### src/rtl/gus_pkg.sv
package gus_pkg;
  typedef enum logic [2:0] {
    ST_IDLE,
    ST_SETUP,
    ST_SELECT,
    ST_HOLD,
    ST_CLEAR
  } gus_state_e;
endpackage

### src/rtl/gus_span.sv
module gus_span #(
  parameter int ADDR_W = 3
) (
  input  logic [(1<<ADDR_W)-1:0] mask,
  input  logic [(1<<ADDR_W)-1:0] shadow,
  input  logic                   value,
  output logic                   any,
  output logic [ADDR_W-1:0]      first_idx,
  output logic [ADDR_W-1:0]      last_idx,
  output logic                   fits
);
  localparam int NCH = 1 << ADDR_W;

  function automatic logic [ADDR_W-1:0] gray(input logic [ADDR_W-1:0] b);
    return b ^ (b >> 1);
  endfunction

  assign any = |mask;

  always_comb begin
    first_idx = '0;
    last_idx  = '0;
    fits      = 1'b1;
    for (int i = NCH - 1; i >= 0; i--)
      if (mask[gray(ADDR_W'(i))]) first_idx = ADDR_W'(i);
    for (int i = 0; i < NCH; i++)
      if (mask[gray(ADDR_W'(i))]) last_idx = ADDR_W'(i);
    for (int i = 0; i < NCH; i++)
      if (ADDR_W'(i) >= first_idx && ADDR_W'(i) <= last_idx &&
          !mask[gray(ADDR_W'(i))] && shadow[gray(ADDR_W'(i))] != value)
        fits = 1'b0;
  end
endmodule

### src/rtl/gus_timer.sv
module gus_timer #(
  parameter int W = 8
) (
  input  logic         clk,
  input  logic         rst,
  input  logic         load,
  input  logic [W-1:0] load_val,
  output logic         expired
);
  logic [W-1:0] cnt;

  always_ff @(posedge clk) begin
    if (rst)                cnt <= '0;
    else if (load)          cnt <= load_val;
    else if (cnt != '0)     cnt <= cnt - 1'b1;
  end

  assign expired = (cnt == '0);
endmodule

### src/rtl/gray_update_seq.sv
module gray_update_seq #(
  parameter int CLK_PS   = 5000,
  parameter int SETUP_NS = 400,
  parameter int HOLD_NS  = 50,
  parameter int SEL_NS   = 500,
  parameter int CLR_NS   = 500,
  parameter int ADDR_W   = 3
) (
  input  logic                   clk,
  input  logic                   rst,
  input  logic                   req_valid,
  input  logic                   req_clear,
  input  logic [(1<<ADDR_W)-1:0] req_mask,
  input  logic                   req_value,
  output logic                   busy,
  output logic                   done,
  output logic [ADDR_W-1:0]      lat_addr,
  output logic                   lat_data,
  output logic                   lat_sel_n,
  output logic                   lat_clr_n
);
  import gus_pkg::*;

  localparam int NCH       = 1 << ADDR_W;
  localparam int SETUP_RAW = (SETUP_NS * 1000 + CLK_PS - 1) / CLK_PS;
  localparam int HOLD_RAW  = (HOLD_NS * 1000 + CLK_PS - 1) / CLK_PS;
  localparam int SEL_RAW   = (SEL_NS * 1000 + CLK_PS - 1) / CLK_PS;
  localparam int CLR_RAW   = (CLR_NS * 1000 + CLK_PS - 1) / CLK_PS;
  localparam int SETUP_CYC = (SETUP_RAW < 1) ? 1 : SETUP_RAW;
  localparam int HOLD_CYC  = (HOLD_RAW < 1) ? 1 : HOLD_RAW;
  localparam int SEL_CYC   = (SEL_RAW < 1) ? 1 : SEL_RAW;
  localparam int CLR_CYC   = (CLR_RAW < 1) ? 1 : CLR_RAW;
  localparam int MAX_AB    = (SETUP_CYC > HOLD_CYC) ? SETUP_CYC : HOLD_CYC;
  localparam int MAX_CD    = (SEL_CYC > CLR_CYC) ? SEL_CYC : CLR_CYC;
  localparam int MAX_CYC   = (MAX_AB > MAX_CD) ? MAX_AB : MAX_CD;
  localparam int TW        = $clog2(MAX_CYC + 1);

  localparam logic [TW-1:0] T_SETUP = TW'(SETUP_CYC - 1);
  localparam logic [TW-1:0] T_HOLD  = TW'(HOLD_CYC - 1);
  localparam logic [TW-1:0] T_CLR   = TW'(CLR_CYC - 1);
  localparam logic [TW-1:0] P_DONE  = TW'(SEL_CYC - 1);

  function automatic logic [ADDR_W-1:0] gray(input logic [ADDR_W-1:0] b);
    return b ^ (b >> 1);
  endfunction

  gus_state_e        state;
  logic [ADDR_W-1:0] idx, last_idx;
  logic              fallback;
  logic [NCH-1:0]    mask_r, shadow;
  logic              value_r;
  logic [TW-1:0]     pcnt;

  logic [NCH-1:0]    span_mask;
  logic              span_any, span_fits;
  logic [ADDR_W-1:0] span_first, span_last;
  logic              tmr_load, tmr_exp;
  logic [TW-1:0]     tmr_val;
  logic              accept, at_last, width_ok;

  assign span_mask = (state == ST_IDLE) ? req_mask : mask_r;
  assign accept    = (state == ST_IDLE) && req_valid;
  assign at_last   = (idx == last_idx);
  assign width_ok  = (pcnt >= P_DONE);

  gus_span #(.ADDR_W(ADDR_W)) u_span (
    .mask      (span_mask),
    .shadow    (shadow),
    .value     (state == ST_IDLE ? req_value : value_r),
    .any       (span_any),
    .first_idx (span_first),
    .last_idx  (span_last),
    .fits      (span_fits)
  );

  gus_timer #(.W(TW)) u_timer (
    .clk      (clk),
    .rst      (rst),
    .load     (tmr_load),
    .load_val (tmr_val),
    .expired  (tmr_exp)
  );

  always_comb begin
    tmr_load = 1'b0;
    tmr_val  = '0;
    unique case (state)
      ST_IDLE: if (accept) begin
        if (req_clear) begin
          tmr_load = 1'b1; tmr_val = T_CLR;
        end else if (span_any) begin
          tmr_load = 1'b1; tmr_val = T_SETUP;
        end
      end
      ST_SETUP: if (tmr_exp) begin
        tmr_load = 1'b1; tmr_val = T_SETUP;
      end
      ST_SELECT: if (tmr_exp) begin
        if (!at_last) begin
          tmr_load = 1'b1; tmr_val = T_SETUP;
        end else if (width_ok) begin
          tmr_load = 1'b1; tmr_val = T_HOLD;
        end
      end
      ST_HOLD: if (tmr_exp && fallback && span_any) begin
        tmr_load = 1'b1; tmr_val = T_SETUP;
      end
      default: ;
    endcase
  end

  always_ff @(posedge clk) begin
    if (rst) begin
      state     <= ST_IDLE;
      idx       <= '0;
      last_idx  <= '0;
      fallback  <= 1'b0;
      mask_r    <= '0;
      shadow    <= '0;
      value_r   <= 1'b0;
      pcnt      <= '0;
      busy      <= 1'b0;
      done      <= 1'b0;
      lat_addr  <= '0;
      lat_data  <= 1'b0;
      lat_sel_n <= 1'b1;
      lat_clr_n <= 1'b1;
    end else begin
      done <= 1'b0;
      unique case (state)
        ST_IDLE: if (accept) begin
          if (req_clear) begin
            lat_clr_n <= 1'b0;
            busy      <= 1'b1;
            state     <= ST_CLEAR;
          end else if (span_any) begin
            idx      <= span_first;
            last_idx <= span_fits ? span_last : span_first;
            fallback <= !span_fits;
            mask_r   <= req_mask;
            value_r  <= req_value;
            lat_addr <= gray(span_first);
            lat_data <= req_value;
            busy     <= 1'b1;
            state    <= ST_SETUP;
          end else begin
            done <= 1'b1;
          end
        end
        ST_SETUP: if (tmr_exp) begin
          lat_sel_n <= 1'b0;
          pcnt      <= '0;
          state     <= ST_SELECT;
        end
        ST_SELECT: begin
          shadow[lat_addr] <= lat_data;
          if (!width_ok) pcnt <= pcnt + 1'b1;
          if (tmr_exp) begin
            if (!at_last) begin
              idx      <= idx + 1'b1;
              lat_addr <= gray(idx + 1'b1);
            end else if (width_ok) begin
              lat_sel_n        <= 1'b1;
              mask_r[lat_addr] <= 1'b0;
              state            <= ST_HOLD;
            end
          end
        end
        ST_HOLD: if (tmr_exp) begin
          if (fallback && span_any) begin
            idx      <= span_first;
            last_idx <= span_first;
            lat_addr <= gray(span_first);
            state    <= ST_SETUP;
          end else begin
            busy  <= 1'b0;
            done  <= 1'b1;
            state <= ST_IDLE;
          end
        end
        ST_CLEAR: begin
          shadow <= '0;
          if (tmr_exp) begin
            lat_clr_n <= 1'b1;
            busy      <= 1'b0;
            done      <= 1'b1;
            state     <= ST_IDLE;
          end
        end
        default: state <= ST_IDLE;
      endcase
    end
  end
endmodule

### config.mk
export PLATFORM = sky130hd
export DESIGN_NAME = gray_update_seq
export DESIGN_NICKNAME = d
export VERILOG_FILES = /design/src/rtl/gus_pkg.sv /design/src/rtl/gus_span.sv /design/src/rtl/gus_timer.sv /design/src/rtl/gray_update_seq.sv
export SDC_FILE = /design/constraint.sdc
export NUM_CORES = 1
export LEC_CHECK = 0
export ABC_CLOCK_PERIOD_IN_PS = 3590
export BUFFER_PORTS_ARGS = -buffer_cell sky130_fd_sc_hd__clkbuf_2
export CAP_MARGIN = 20
export CORE_MARGIN = 10
export CORE_UTILIZATION = 50
export DETAILED_ROUTE_END_ITERATION = 6
export GPL_ROUTABILITY_DRIVEN = 0
export PLACE_DENSITY = 0.71
export RECOVER_POWER = 50
export REMOVE_ABC_BUFFERS = 1
export SLEW_MARGIN = 25
export SYNTH_ARGS = -nofsm -noshare
export SYNTH_HDL_FRONTEND = slang
export SYNTH_HIERARCHICAL = 1
export SYNTH_SLANG_ARGS = --single-unit
### constraint.sdc
create_clock -name clk -period 3.59 [get_ports clk]
set_input_delay 0.718 -clock clk [delete_from_list [all_inputs] [get_ports clk]]
set_output_delay 0.718 -clock clk [all_outputs]
set_load 0.01 [all_outputs]
---- Word level (Yosys, flattened, before mapping) ----
Index checks and enable logic that the tools add are counted.
word-level totals
  flip-flop bits (word level) ............. 48
  output and inout port bits .............. 8
  logic and storage cells ................. 240
cells by class
  add/sub/neg operators ................... 3
  $lt $le $gt $ge ......................... 19
  equality and inequality tests ........... 28
  multiplexer cells ....................... 112
  bitwise gates (word level) .............. 5
  reductions and logical operators ........ 59
operator list
  kind                   count
  $mux W3                39
  $mux W7                11
  $mux W8                7
  $mux W1                37
  $pmux W8 S2            2
  $logic_and A1 B1 Y1    29
  $ne A2 B2 Y1 const B   14
  $pmux W7 S4            1
  $pmux W3 S3            2
  $reduce_and A8 Y1      2
  $pmux W3 S5            1
  $pmux W7 S2            1
  $ge A3 B3 Y1 const A   4
  $le A3 B3 Y1 const A   4
  $reduce_and A6 Y1      2
  $reduce_bool A2 Y1     6
  $logic_not A1 Y1       9
  $and A8 B8 Y8          1
  $bwmux W8              1
  $ne A1 B1 Y1           8
  $not A8 Y8             1
  $reduce_and A4 Y1      2
  $reduce_or A8 Y1       1
  $add A7 B1 Y7 const B  1
  other kinds (30)       40

---- Logic depth before layout (Yosys ltp) ----
Gate-level depths: netlist of the first run.
  word-level depth ........................ 27
  gate-level depth with buffers ........... 17
  gate-level depth less buffers ........... 13

---- Cells and area by module ----
The synthesis of the first run kept the hierarchy.
by module, submodules not included
  module           times used  cells an instance  area each (um^2)  sequential area each (um^2)
  gray_update_seq  1           282                2,282.2           800.8
  gus_timer        1           47                 399.1             140.1
  gus_span         1           48                 321.6             0.0

---- Worst setup path after synthesis of the first run ----
No wires, ideal clock.
  kind .................................... reg2reg
  start ................................... reg state[0]
  end ..................................... reg u_timer.cnt[3]
  setup time .............................. 0.064 ns
  arrival time ............................ 3.472 ns
  required time ........................... 3.526 ns
  setup slack ............................. 0.054 ns
  stages on the path, launching flop included .. 18
  path buffers ............................ 4
  path through ............................ dfxtp_1 > buf_2 > nor3_2 > buf_2 > mux2_2 > nand2b_1 > a22oi_1 > a21oi_1 > o21ai_0 > nor4bb_1 > buf_2 > and2_1 > buf_2 > nor2_1 > nand2_1 > nand2_1 > o31a_1 > nor2_1
between the ends
  cells in the longest elaborated chain, start to end .. 8
ends and longest elaborated chain
  what                      line                    source
  start: declaration        gray_update_seq.sv:47   gus_state_e state;
  start signal: assignment  gray_update_seq.sv:114  state <= ST_IDLE;
  start signal: assignment  gray_update_seq.sv:135  state <= ST_CLEAR;
  start signal: assignment  gray_update_seq.sv:145  state <= ST_SETUP;
  $logic_not A3 Y1 *        gray_update_seq.sv:61   assign span_mask = (state == ST_IDLE) ? req_mask : mask_r;
  $mux W8 *                 gray_update_seq.sv:61
  named net span_mask[5]    gray_update_seq.sv:54   logic [NCH-1:0] span_mask;
  $reduce_or A8 Y1 *        gus_span.sv:18          assign any = |mask;
  named net span_any        gray_update_seq.sv:55   logic span_any, span_fits;
  $mux W7                   gray_update_seq.sv:91   end else if (span_any) begin
  $mux W7                   gray_update_seq.sv:89   if (req_clear) begin
  $mux W7                   gray_update_seq.sv:88   ST_IDLE: if (accept) begin
  $pmux W7 S4 *             gray_update_seq.sv:87   unique case (state)
  named net tmr_val[3]      gray_update_seq.sv:58   logic [TW-1:0] tmr_val;
  $mux W7 *                 gus_timer.sv:14         else if (load) cnt <= load_val;
  end signal: assignment    gus_timer.sv:14
  end signal: assignment    gus_timer.sv:15         else if (cnt != '0) cnt <= cnt - 1'b1;
  end: declaration          gus_timer.sv:10         logic [W-1:0] cnt;
Mark *: on every way through the listed nets, which the timed path passes. The rest lies on a longest branch.
A chain may end at the register's enable or synchronous reset.

---- Worst setup path in the final report of the first run ----
  start ................................... reg state[2]
  end ..................................... reg u_timer.cnt[5]
between the ends
  cells in the longest elaborated chain, start to end .. 8
ends and longest elaborated chain
  what                                                  line                   source
  $logic_not A3 Y1 *                                    gray_update_seq.sv:61
  $mux W8 *                                             gray_update_seq.sv:61
  named net span_mask[7]                                gray_update_seq.sv:54
  $reduce_or A8 Y1 *                                    gus_span.sv:18
  named net span_any                                    gray_update_seq.sv:55
  $mux W1                                               gray_update_seq.sv:91
  $mux W1                                               gray_update_seq.sv:89
  $mux W1                                               gray_update_seq.sv:88
  $pmux W1 S4 *                                         gray_update_seq.sv:87
  named net tmr_load                                    gray_update_seq.sv:57  logic tmr_load, tmr_exp;
  $mux W7 / $reduce_bool A2 Y1 (equally long branches)  --
Marked as above.

==> results of run 1 <==
worst register-to-register path: cells and delay by family (launching register included):
family / cells / cell delay, ps
simple gates: 5 / 1080
compound gates: 6 / 1040
mux: 1 / 420
buf+inv: 2 / 410
flops: 1 / 330
layer usage:
metal / global-route usage / vias to the layer above / part of all wire
met4: 0.05073 / 0 / 0.010
met5: 0 / - / 0
met3: 0.03194 / 6 / 0.060
met2: 0.2311 / 72 / 0.44
met1: 0.1957 / 1282 / 0.49
li1: - / 1367 / -
state kept, by name, summed over array words and instances (netlist names), 2 cells and up:
register	count
idx	2
last_idx	3
lat_addr	3
mask_r	8
pcnt	7
shadow	7
state	3
u_timer/cnt	7
per-stage QoR:
stage,power (W),setup WS [ps],util,std cells
4_1_cts,0.002192,158.1,0.5764,462
5_1_grt,0.002362,-35.43,0.5729,462
3_5_place_dp,0.001794,194.8,0.5571,454
3_3_place_gp,0.001780,300.5,0.5571,454
2_1_floorplan,0.001494,-514.9,-,350
6_report,0.002190,227.7,0.5729,462
final cells by class:
class | instances | area [µm²] | area share
multi-input cells | 296 | 1893 | 0.5858
flip-flops and latches | 46 | 920.9 | 0.2849
repair buffers | 32 | 188.9 | 0.05846
well taps | 72 | 90.09 | 0.02787
clock buffers | 5 | 68.82 | 0.02129
clock inverters | 3 | 40.04 | 0.01239
inverters | 8 | 30.03 | 0.009292
power breakdown:
group / internal [W] / switching (W)
Clock: 0.000205 / 0.000184
Combinational: 0.000493 / 0.000647
Sequential: 0.000586 / 0.0000750
Total: 0.00128 / 0.000906
worst paths after layout:
path	end	slack (ps)	cells after the start
worst max-delay path	u_timer/cnt[5]$_SDFFE_PP0P_	230	14
worst min register to register	mask_r[4]$_SDFFE_PP0P_	480	2
worst max register to register	u_timer/cnt[5]$_SDFFE_PP0P_	230	14
worst min-delay path	mask_r[4]$_SDFFE_PP0P_	480	2
what timing repair did:
action / 4_1_cts / 5_1_grt
endpoints found under the setup margin: 0 / 11
hold endpoints to repair: 0 / 0
resized for setup: 0 / 4
==> qor_table.md, run 1 <==
| Quantity | Reported | Unit |
|:---|:---|:---|
| Min-Delay Startpoint | mask_r[4]$_SDFFE_PP0P_ | - |
| WP data required | 3820 | ps |
| DIE HEIGHT | 97.00 | µm |
| Area growth syn-to-layout | 9.033 | % |
| Post-detailed-placement half-perimeter wirelength | 5129 | µm |
| GRT Residual Overflow | 0 | - |
| Worst slew slack as a fraction of its limit | 0.2356 | - |
| Highest Clock Rate | 297.4 | MHz |
| Detailed-route via count | 2727 | - |
| Count of pins over their slew limit | 0 | - |
| CTS clk-pin slew, worst paths | 90 | ps |
| Most common library cell in the layout ignoring fill and taps | sky130_fd_sc_hd__dfxtp_1 | - |
| Antenna violations before repair | 0 | - |
| Crit end category | flip-flop | - |
| Critical path startpoint | state[2]$_SDFFE_PP0P_ | - |
| Post-CTS Hold Buffers | 0 | - |
| Least-Margin Pin Slew | 1144 | ps |
| Final setup TNS | 0 | ps |
| Global-route wire length before repair | 12280 | µm |
| Post-CTS setup repair buffer count | 0 | - |
| Core region area | 0.005642 | mm² |
| Worst slack on hold paths | 482.7 | ps |
| Antenna diode count | 0 | - |
| Synth Cell Area | 0.002964 | mm² |
| Die Outline Area | 0.009408 | mm² |
| Pin count of the biggest net entering global routing | 38 | - |
| Number of instances in the synthesized netlist | 373 | - |
| Antenna Violating Nets Remaining | 0 | - |
| # nets final | 406 | - |
| Largest delay share family, worst path | simple AND/OR/NAND/NOR gates | - |
| Max Buffers Root-to-Sink | 2 | - |
| TritonCTS clock tree | yes | - |
| Mean instance size in the synthesized netlist | 7.947 | µm² |
| TritonCTS buffer count | 5 | - |
| Cell Pwr Density | 677.5 | mW/mm² |
| Final hold violation count | 0 | - |
| Startpoint type of the worst setup path | flip-flop | - |
| Clock skew after layout | 7.198 | ps |
| Total global routing track utilization | 0.1482 | - |
| Count of unresolved DRC violations after routing | 0 | - |
| Rows | 27 | - |
| Initial cell density of the core | 0.5254 | - |
| Largest stage delay on the critical path | 420 | ps |
| I/O pin count | 21 | - |
| Highest-count cells in the layout ignoring fill and taps | sky130_fd_sc_hd__dfxtp_1, sky130_fd_sc_hd__nor2_1, sky130_fd_sc_hd__nand2_1, sky130_fd_sc_hd__a21oi_1, sky130_fd_sc_hd__xnor2_1 | - |
| Slowest library cell on the worst path | sky130_fd_sc_hd__mux2_2 | - |
| Cell area after layout | 0.003232 | mm² |
| Fill count | 520 | - |
| Total Wirelength | 7057 | µm |
| Maximum fanout count along the critical path | 9 | - |
| Reg-to-Reg Start | state[2]$_SDFFE_PP0P_ | - |
| Fraction of final layout cells with drive strength greater than 1 | 0.1462 | - |
| H-tree depth reported by CTS | 2 | - |
| Leakage power summed over all cells | 1.200 | nW |
| Worst IR drop on VDD | 313.7 | µV |
| Insertion delay to the later sink of the worst-skew pair | 310 | ps |
| Min Clock Period, post-route | 3362 | ps |
| Critical path buffers and inverters | 2 | - |
| Yosys synthesis warning count | 6 | - |
| Buffer type at the clock tree root | sky130_fd_sc_hd__clkbuf_8 | - |
| MaxCap Viol Count | 0 | - |
| Final period utilization | 0.9366 | - |
| Detailed Route Iter0 Violations | 130 | - |
| Type of the tightest min-delay check | reg -> reg | - |
| Average routed wire per standard cell | 15.27 | µm |
| Die X-Extent | 97.00 | µm |
| First drt pass iteration count | 4 | - |
| CP Class | reg -> reg | - |
| Sequence of cells on the critical path | nor3_2 -> buf_4 -> mux2_2 -> nor2_1 -> a22oi_1 -> a21oi_2 -> o21ai_1 -> buf_4 -> o21a_1 -> a21oi_2 -> nand2_1 -> or2_2 -> or2_2 -> o22ai_1 | - |
| Final setup violation count | 0 | - |
| Via density per instance | 5.903 | - |
| Vias in the first global route | 2662 | - |
| Clock sink total | 46 | - |
| Port-buffer cells | 20 | - |
| Crit path DAT | 3590 | ps |
| Cell area reported after detailed placement | 0.003143 | mm² |
| Run status | complete, no violations | - |
Power figures use the tool's default switching activity.
==> inputs of run 2 (changes only) <==
--- a/config.mk
+++ b/config.mk
@@ -8,11 +8,13 @@
 export ABC_CLOCK_PERIOD_IN_PS = 3590
 export BUFFER_PORTS_ARGS = -buffer_cell sky130_fd_sc_hd__clkbuf_2
 export CAP_MARGIN = 20
+export CELL_PAD_IN_SITES_DETAIL_PLACEMENT = 1
+export CELL_PAD_IN_SITES_GLOBAL_PLACEMENT = 2
 export CORE_MARGIN = 10
-export CORE_UTILIZATION = 50
+export CORE_UTILIZATION = 33
 export DETAILED_ROUTE_END_ITERATION = 6
 export GPL_ROUTABILITY_DRIVEN = 0
-export PLACE_DENSITY = 0.71
+export PLACE_DENSITY_LB_ADDON = 0.1
 export RECOVER_POWER = 50
 export REMOVE_ABC_BUFFERS = 1
 export SLEW_MARGIN = 25
==> run 2 against run 1 <==
Effect of this change:
- routed wire length rose by 24%
- non-clock buffer count rose by 1
- worst setup slack better by 160 ps
- critical path type unchanged
- clock power shrank 14%
- die area is 40% higher
==> qor_table.md, run 2 (same netlist as run 1, synthesis figures left out) <==
| Quantity | Reported | Unit |
|:---|:---|:---|
| Final setup TNS | 0 | ps |
| Port-buffer cells | 20 | - |
| Detailed-route via count | 2699 | - |
| Sum of internal, switching and leakage power | 0.002162 | W |
| Highest-count cells in the layout ignoring fill and taps | sky130_fd_sc_hd__dfxtp_1, sky130_fd_sc_hd__nor2_1, sky130_fd_sc_hd__nand2_1, sky130_fd_sc_hd__a21oi_1, sky130_fd_sc_hd__xnor2_1 | - |
| Vias in the first global route | 2884 | - |
| Final setup violation count | 0 | - |
| Cell Pwr Density | 667.0 | mW/mm² |
| Largest register FFs | 8 | - |
| Final period utilization | 0.8930 | - |
| Count of non-filler cells in the finished layout | 499 | - |
| Instance count after placement with tap cells included | 491 | - |
| Antenna violations before repair | 0 | - |
| GRT Residual Overflow | 0 | - |
| Fill count | 1085 | - |
| Insertion delay to the later sink of the worst-skew pair | 310 | ps |
| Count of unresolved DRC violations after routing | 0 | - |
| Min Clock Period, post-route | 3206 | ps |
| Global-route wire length before repair | 14840 | µm |
| Startpoint type of the worst setup path | flip-flop | - |
| Antenna diode count | 0 | - |
| Max Buffers Root-to-Sink | 2 | - |
| TritonCTS clock tree | yes | - |
| Total Wirelength | 8759 | µm |
| I/O pin count | 21 | - |
| Worst path setup slack after routing | 384.2 | ps |
| Core region area | 0.008721 | mm² |
| Average routed wire per standard cell | 17.55 | µm |
| H-tree depth reported by CTS | 2 | - |
| Post-CTS Hold Buffers | 0 | - |
| Detailed Route Iter0 Violations | 91 | - |
| Clock sink total | 46 | - |
| Utilization of the core after routing | 0.3717 | - |
| Register with the highest flop count | mask_r | - |
| CP Class | reg -> reg | - |
| Maximum fanout count along the critical path | 8 | - |
| Worst slew slack as a fraction of its limit | 0.1576 | - |
| Post-detailed-placement half-perimeter wirelength | 6616 | µm |
| Initial cell density of the core | 0.3399 | - |
| Clock skew after layout | 9.575 | ps |
| Area growth syn-to-layout | 9.371 | % |
| # nets final | 407 | - |
| Most common library cell in the layout ignoring fill and taps | sky130_fd_sc_hd__dfxtp_1 | - |
| Post-CTS setup repair buffer count | 0 | - |
| Crit path DAT | 3430 | ps |
| Antenna Violating Nets Remaining | 0 | - |
| Unrepaired setup endpoints after global routing | false | - |
| Pin count of the biggest net entering global routing | 23 | - |
| Run status | complete, no violations | - |
| MaxCap Viol Count | 0 | - |
| Least-Margin Pin Slew | 1261 | ps |
| Type of the tightest min-delay check | reg -> reg | - |
| Count of cells resized by post-cts repair | 0 | - |
| CTS clk-pin slew, worst paths | 90 | ps |
| Buffer type at the clock tree root | sky130_fd_sc_hd__clkbuf_8 | - |
| Rows | 34 | - |
| Fraction of final layout cells with drive strength greater than 1 | 0.1407 | - |
| Die X-Extent | 114.8 | µm |
| Highest Clock Rate | 311.9 | MHz |
| Worst slack at placement | 369.4 | ps |
| Die Outline Area | 0.01317 | mm² |
| Final hold violation count | 0 | - |
| First drt pass iteration count | 4 | - |
| WP data required | 3820 | ps |
| Via density per instance | 5.409 | - |
| Total global routing track utilization | 0.1370 | - |
| Crit end category | flip-flop | - |
| Count of pins over their slew limit | 0 | - |
| Leakage power summed over all cells | 1.183 | nW |
| DIE HEIGHT | 114.8 | µm |
| Worst IR drop on VDD | 180.7 | µV |
| TritonCTS buffer count | 5 | - |
[run 2: cell types whose count changed in the layout (fill, tap and decap cells not counted), sizes merged]
cell | previous run | this run
clkinvlp | 0 | 1
clkbuf | 26 | 27
bufinv | 1 | 0
[run 2: power by group]
part           switching (W)  internal [W]
clock               0.000198      0.000137
sequential         0.0000767      0.000585
combinational       0.000682      0.000483
[run 2: metal layers]
| metal | track usage | share of wire | vias to the layer above |
|---|---|---|---|
| met2 | 0.2442 | 0.49 | 43 |
| met5 | 0 | 0 | - |
| met1 | 0.1665 | 0.47 | 1284 |
| met3 | 0.02396 | 0.029 | 10 |
| li1 | - | - | 1362 |
| met4 | 0.03300 | 0.011 | 0 |
[run 2: per-stage QoR]
step / area, µm² / hold slack (ps)
6_report: 3242 / 476.5
5_1_grt: 3242 / 516.7
3_3_place_gp: 3183 / 458.1
2_1_floorplan: 2850 / 445.1
4_1_cts: 3273 / 488.7
3_5_place_dp: 3183 / 467.9
[run 2: final timing paths]
kind	start	end	slack, ps	cells after the start
min reg2reg	lat_clr_n$_SDFFE_PP1P_	lat_clr_n$_SDFFE_PP1P_	480	2
min	lat_clr_n$_SDFFE_PP1P_	lat_clr_n$_SDFFE_PP1P_	480	2
max	state[2]$_SDFFE_PP0P_	u_timer/cnt[5]$_SDFFE_PP0P_	380	14
max reg2reg	state[2]$_SDFFE_PP0P_	u_timer/cnt[5]$_SDFFE_PP0P_	380	14
[run 2: cell type report]
type	count	area [µm²]	area share
Clock buffer	5	68.82	0.02123
Clock inverter	3	21.27	0.006561
Inverter	8	30.03	0.009263
Multi-Input combinational cell	296	1886	0.5816
Sequential cell	46	920.9	0.2841
Tap cell	108	135.1	0.04168
Timing Repair Buffer	33	180.2	0.05558
[run 2: critical path, cell delays in order, from the launching register on]
cell and delay [ps]:
sky130_fd_sc_hd__dfxtp_1 330, sky130_fd_sc_hd__nor3_2 170, sky130_fd_sc_hd__buf_4 200, sky130_fd_sc_hd__mux2_2 420, sky130_fd_sc_hd__nor2_1 250, sky130_fd_sc_hd__a31oi_1 130
sky130_fd_sc_hd__nor2_1 90, sky130_fd_sc_hd__o21ai_0 80, sky130_fd_sc_hd__buf_4 170, sky130_fd_sc_hd__o21a_1 220, sky130_fd_sc_hd__a21oi_1 240, sky130_fd_sc_hd__nand2_1 100
sky130_fd_sc_hd__or2_2 330, sky130_fd_sc_hd__or2_2 300, sky130_fd_sc_hd__o22ai_1 100
==> inputs of run 3 (changes only) <==
--- a/config.mk
+++ b/config.mk
@@ -14,6 +14,7 @@
 export CORE_UTILIZATION = 33
 export DETAILED_ROUTE_END_ITERATION = 6
 export GPL_ROUTABILITY_DRIVEN = 0
+export GPL_TIMING_DRIVEN = 0
 export PLACE_DENSITY_LB_ADDON = 0.1
 export RECOVER_POWER = 50
 export REMOVE_ABC_BUFFERS = 1
==> run 3 against run 2 <==
Effect of this change:
- design area increased by 2.7%
- largest cell class unchanged
- sequential share of layout area decreased by 0.42 points
- clock skew decreased by 4.5 ps
==> qor_table.md, run 3 (same netlist as run 1, synthesis figures left out) <==
| Quantity | Reported | Unit |
|:---|:---|:---|
| MaxCap Viol Count | 0 | - |
| Count of non-filler cells in the finished layout | 493 | - |
| Worst slew slack as a fraction of its limit | 0.4353 | - |
| Run status | complete, no violations | - |
| Utilization of the core after routing | 0.3819 | - |
| CP Class | reg -> reg | - |
| Library cell appearing most often on the critical path | sky130_fd_sc_hd__or2_2 | - |
| Final setup violation count | 0 | - |
| Global-route wire length before repair | 14240 | µm |
| Average routed wire per standard cell | 17.09 | µm |
| Count of unresolved DRC violations after routing | 0 | - |
| Depth of the worst hold-timing path | 2 | - |
| CTS clk-pin slew, worst paths | 90 | ps |
| Core region area | 0.008721 | mm² |
| Final hold violation count | 0 | - |
| Total Wirelength | 8424 | µm |
| Count of cells along the worst register-to-register path | 13 | - |
| Register with the highest flop count | mask_r | - |
| Clock sink total | 46 | - |
| Max Buffers Root-to-Sink | 2 | - |
| I/O pin count | 21 | - |
| Sequence of cells on the critical path | nor3_4 -> buf_6 -> mux2_2 -> nor2_1 -> a22oi_1 -> a21oi_2 -> o21ai_2 -> o21a_1 -> a21oi_4 -> nand2_4 -> or2_2 -> or2_2 -> o22ai_1 | - |
| Fraction of final layout cells with drive strength greater than 1 | 0.1662 | - |
| Antenna diode count | 0 | - |
| Cell Pwr Density | 678.3 | mW/mm² |
| Detailed-route via count | 2683 | - |
| Most common library cell in the layout ignoring fill and taps | sky130_fd_sc_hd__dfxtp_1 | - |
| Total global routing track utilization | 0.1306 | - |
| Crit end category | flip-flop | - |
| Insertion delay to the later sink of the worst-skew pair | 300 | ps |
| Largest delay share family, worst path | simple AND/OR/NAND/NOR gates | - |
| Die X-Extent | 114.8 | µm |
| Buffer type at the clock tree root | sky130_fd_sc_hd__clkbuf_8 | - |
| Via density per instance | 5.442 | - |
| Highest Clock Rate | 291.2 | MHz |
| Pin count of the biggest net entering global routing | 38 | - |
| Slowest library cell on the worst path | sky130_fd_sc_hd__mux2_2 | - |
| Detailed Route Iter0 Violations | 115 | - |
| Min-Delay Startpoint | lat_clr_n$_SDFFE_PP1P_ | - |
| Port-buffer cells | 20 | - |
| Largest register FFs | 8 | - |
| Die Outline Area | 0.01317 | mm² |
| Type of the tightest min-delay check | reg -> reg | - |
| GRT Residual Overflow | 0 | - |
| Clock skew after layout | 5.056 | ps |
| Area growth syn-to-layout | 12.37 | % |
| Post-CTS Hold Buffers | 0 | - |
| First drt pass iteration count | 4 | - |
| Sum of internal, switching and leakage power | 0.002259 | W |
| Instance count after placement with tap cells included | 478 | - |
| TritonCTS clock tree | yes | - |
| Min Clock Period, post-route | 3434 | ps |
| Antenna Violating Nets Remaining | 0 | - |
| Vias in the first global route | 2733 | - |
| Slack of the worst reg-to-reg path | 160 | ps |
| H-tree depth reported by CTS | 2 | - |
| Startpoint type of the worst setup path | flip-flop | - |
| Final period utilization | 0.9564 | - |
| Count of pins over their slew limit | 0 | - |
| Crit path DAT | 3650 | ps |
| Largest stage delay on the critical path | 430 | ps |
| WP data required | 3810 | ps |
| Highest-count cells in the layout ignoring fill and taps | sky130_fd_sc_hd__dfxtp_1, sky130_fd_sc_hd__nor2_1, sky130_fd_sc_hd__nand2_1, sky130_fd_sc_hd__a21oi_1, sky130_fd_sc_hd__xnor2_1 | - |
| Post-detailed-placement half-perimeter wirelength | 5961 | µm |
| Rows | 34 | - |
| Antenna violations before repair | 0 | - |
| Endpoint of the worst-slack reg-to-reg timing path | u_timer/cnt[5]$_SDFFE_PP0P_ | - |
| Unrepaired setup endpoints after global routing | false | - |
| Worst IR drop on VDD | 191.4 | µV |
| DIE HEIGHT | 114.8 | µm |
| Reg-to-Reg Start | state[2]$_SDFFE_PP0P_ | - |
| Critical path buffers and inverters | 1 | - |
| # nets final | 401 | - |
| Initial cell density of the core | 0.3399 | - |
| Hold Path End | lat_clr_n$_SDFFE_PP1P_ | - |
| Least-Margin Pin Slew | 847.0 | ps |
| TritonCTS buffer count | 5 | - |
| Leakage power summed over all cells | 1.201 | nW |
| Maximum fanout count along the critical path | 12 | - |
run 3: cell types whose count changed in the layout (fill, tap and decap cells not counted), moves of 2 or more:
cell / before / now
sky130_fd_sc_hd__dfxtp_1: 46 / 43
sky130_fd_sc_hd__o21ai_2: 0 / 2
sky130_fd_sc_hd__nor2_2: 0 / 2
sky130_fd_sc_hd__o21ai_0: 19 / 17
sky130_fd_sc_hd__dfxtp_4: 0 / 3
sky130_fd_sc_hd__a21oi_1: 37 / 35
sky130_fd_sc_hd__nor2_1: 41 / 38
sky130_fd_sc_hd__clkbuf_1: 10 / 8
sky130_fd_sc_hd__buf_4: 11 / 5
run 3: repair_timing:
action                     4_1_cts  5_1_grt
setup endpoints to repair       28       16
gates resized for setup         13        9
hold endpoints to repair         0        0
pin swaps                        1        3
buffers inserted                 3        4
run 3: stage by stage:
step	hold slack [ps]	TNS [ps]	instance area, µm²	setup WS, ps
finish	475.8	0	3331	156.4
global route	510.0	0	3331	13.01
CTS	482.4	0	3278	5.170
detailed placement	460.9	-20670	3098	-1332
global placement	457.1	-32230	3085	-1904
floorplan	445.1	-4566	2850	-514.9
run 3: metal layers:
layer  vias up  part of all wire  GRT usage
met1      1289              0.50     0.1770
met4         0             0.018    0.03960
met5         -                 0          0
met2        33              0.45     0.2072
met3        11             0.027    0.02188
li1       1350                 -          -
run 3: layout make-up:
| class | instances | area, µm² |
|---|---|---|
| well taps | 108 | 135.1 |
| multi-input cells | 296 | 1962 |
| inverters | 8 | 30.03 |
| repair buffers | 27 | 158.9 |
| clock buffers | 5 | 68.82 |
| fillers | 1060 | 5390 |
| flip-flops and latches | 46 | 932.1 |
| clock inverters | 3 | 43.79 |
run 3: worst reg2reg max path, cell delays in order (launching register included):
cell and delay (ps):
sky130_fd_sc_hd__dfxtp_4 420, sky130_fd_sc_hd__nor3_4 390, sky130_fd_sc_hd__buf_6 190, sky130_fd_sc_hd__mux2_2 430, sky130_fd_sc_hd__nor2_1 140, sky130_fd_sc_hd__a22oi_1 100, sky130_fd_sc_hd__a21oi_2 210, sky130_fd_sc_hd__o21ai_2 140
sky130_fd_sc_hd__o21a_1 280, sky130_fd_sc_hd__a21oi_4 190, sky130_fd_sc_hd__nand2_4 110, sky130_fd_sc_hd__or2_2 340, sky130_fd_sc_hd__or2_2 290, sky130_fd_sc_hd__o22ai_1 130
run 3: where the power goes:
part | leakage, nW | switching [W] | total (W) | internal, W
clock network | 0.0585 | 0.000197 | 0.000406 | 0.000209
registers | 0.377 | 0.000110 | 0.000699 | 0.000589
logic | 0.766 | 0.000656 | 0.00115 | 0.000499
run 3: worst max-delay path by stage:
stage	from	to	slack, ps	cells past startpoint
after floorplan	state[2]$_SDFFE_PP0P_	u_timer/cnt[3]$_SDFFE_PP0P_	-510	13
after global placement	state[2]$_SDFFE_PP0P_	u_timer/cnt[3]$_SDFFE_PP0P_	-1900	13
after detailed placement	state[2]$_SDFFE_PP0P_	u_timer/cnt[3]$_SDFFE_PP0P_	-1330	13
after CTS	state[0]$_SDFFE_PP0P_	u_timer/cnt[3]$_SDFFE_PP0P_	5	13
after global routing	state[2]$_SDFFE_PP0P_	u_timer/cnt[5]$_SDFFE_PP0P_	10	13
final	state[2]$_SDFFE_PP0P_	u_timer/cnt[5]$_SDFFE_PP0P_	160	13
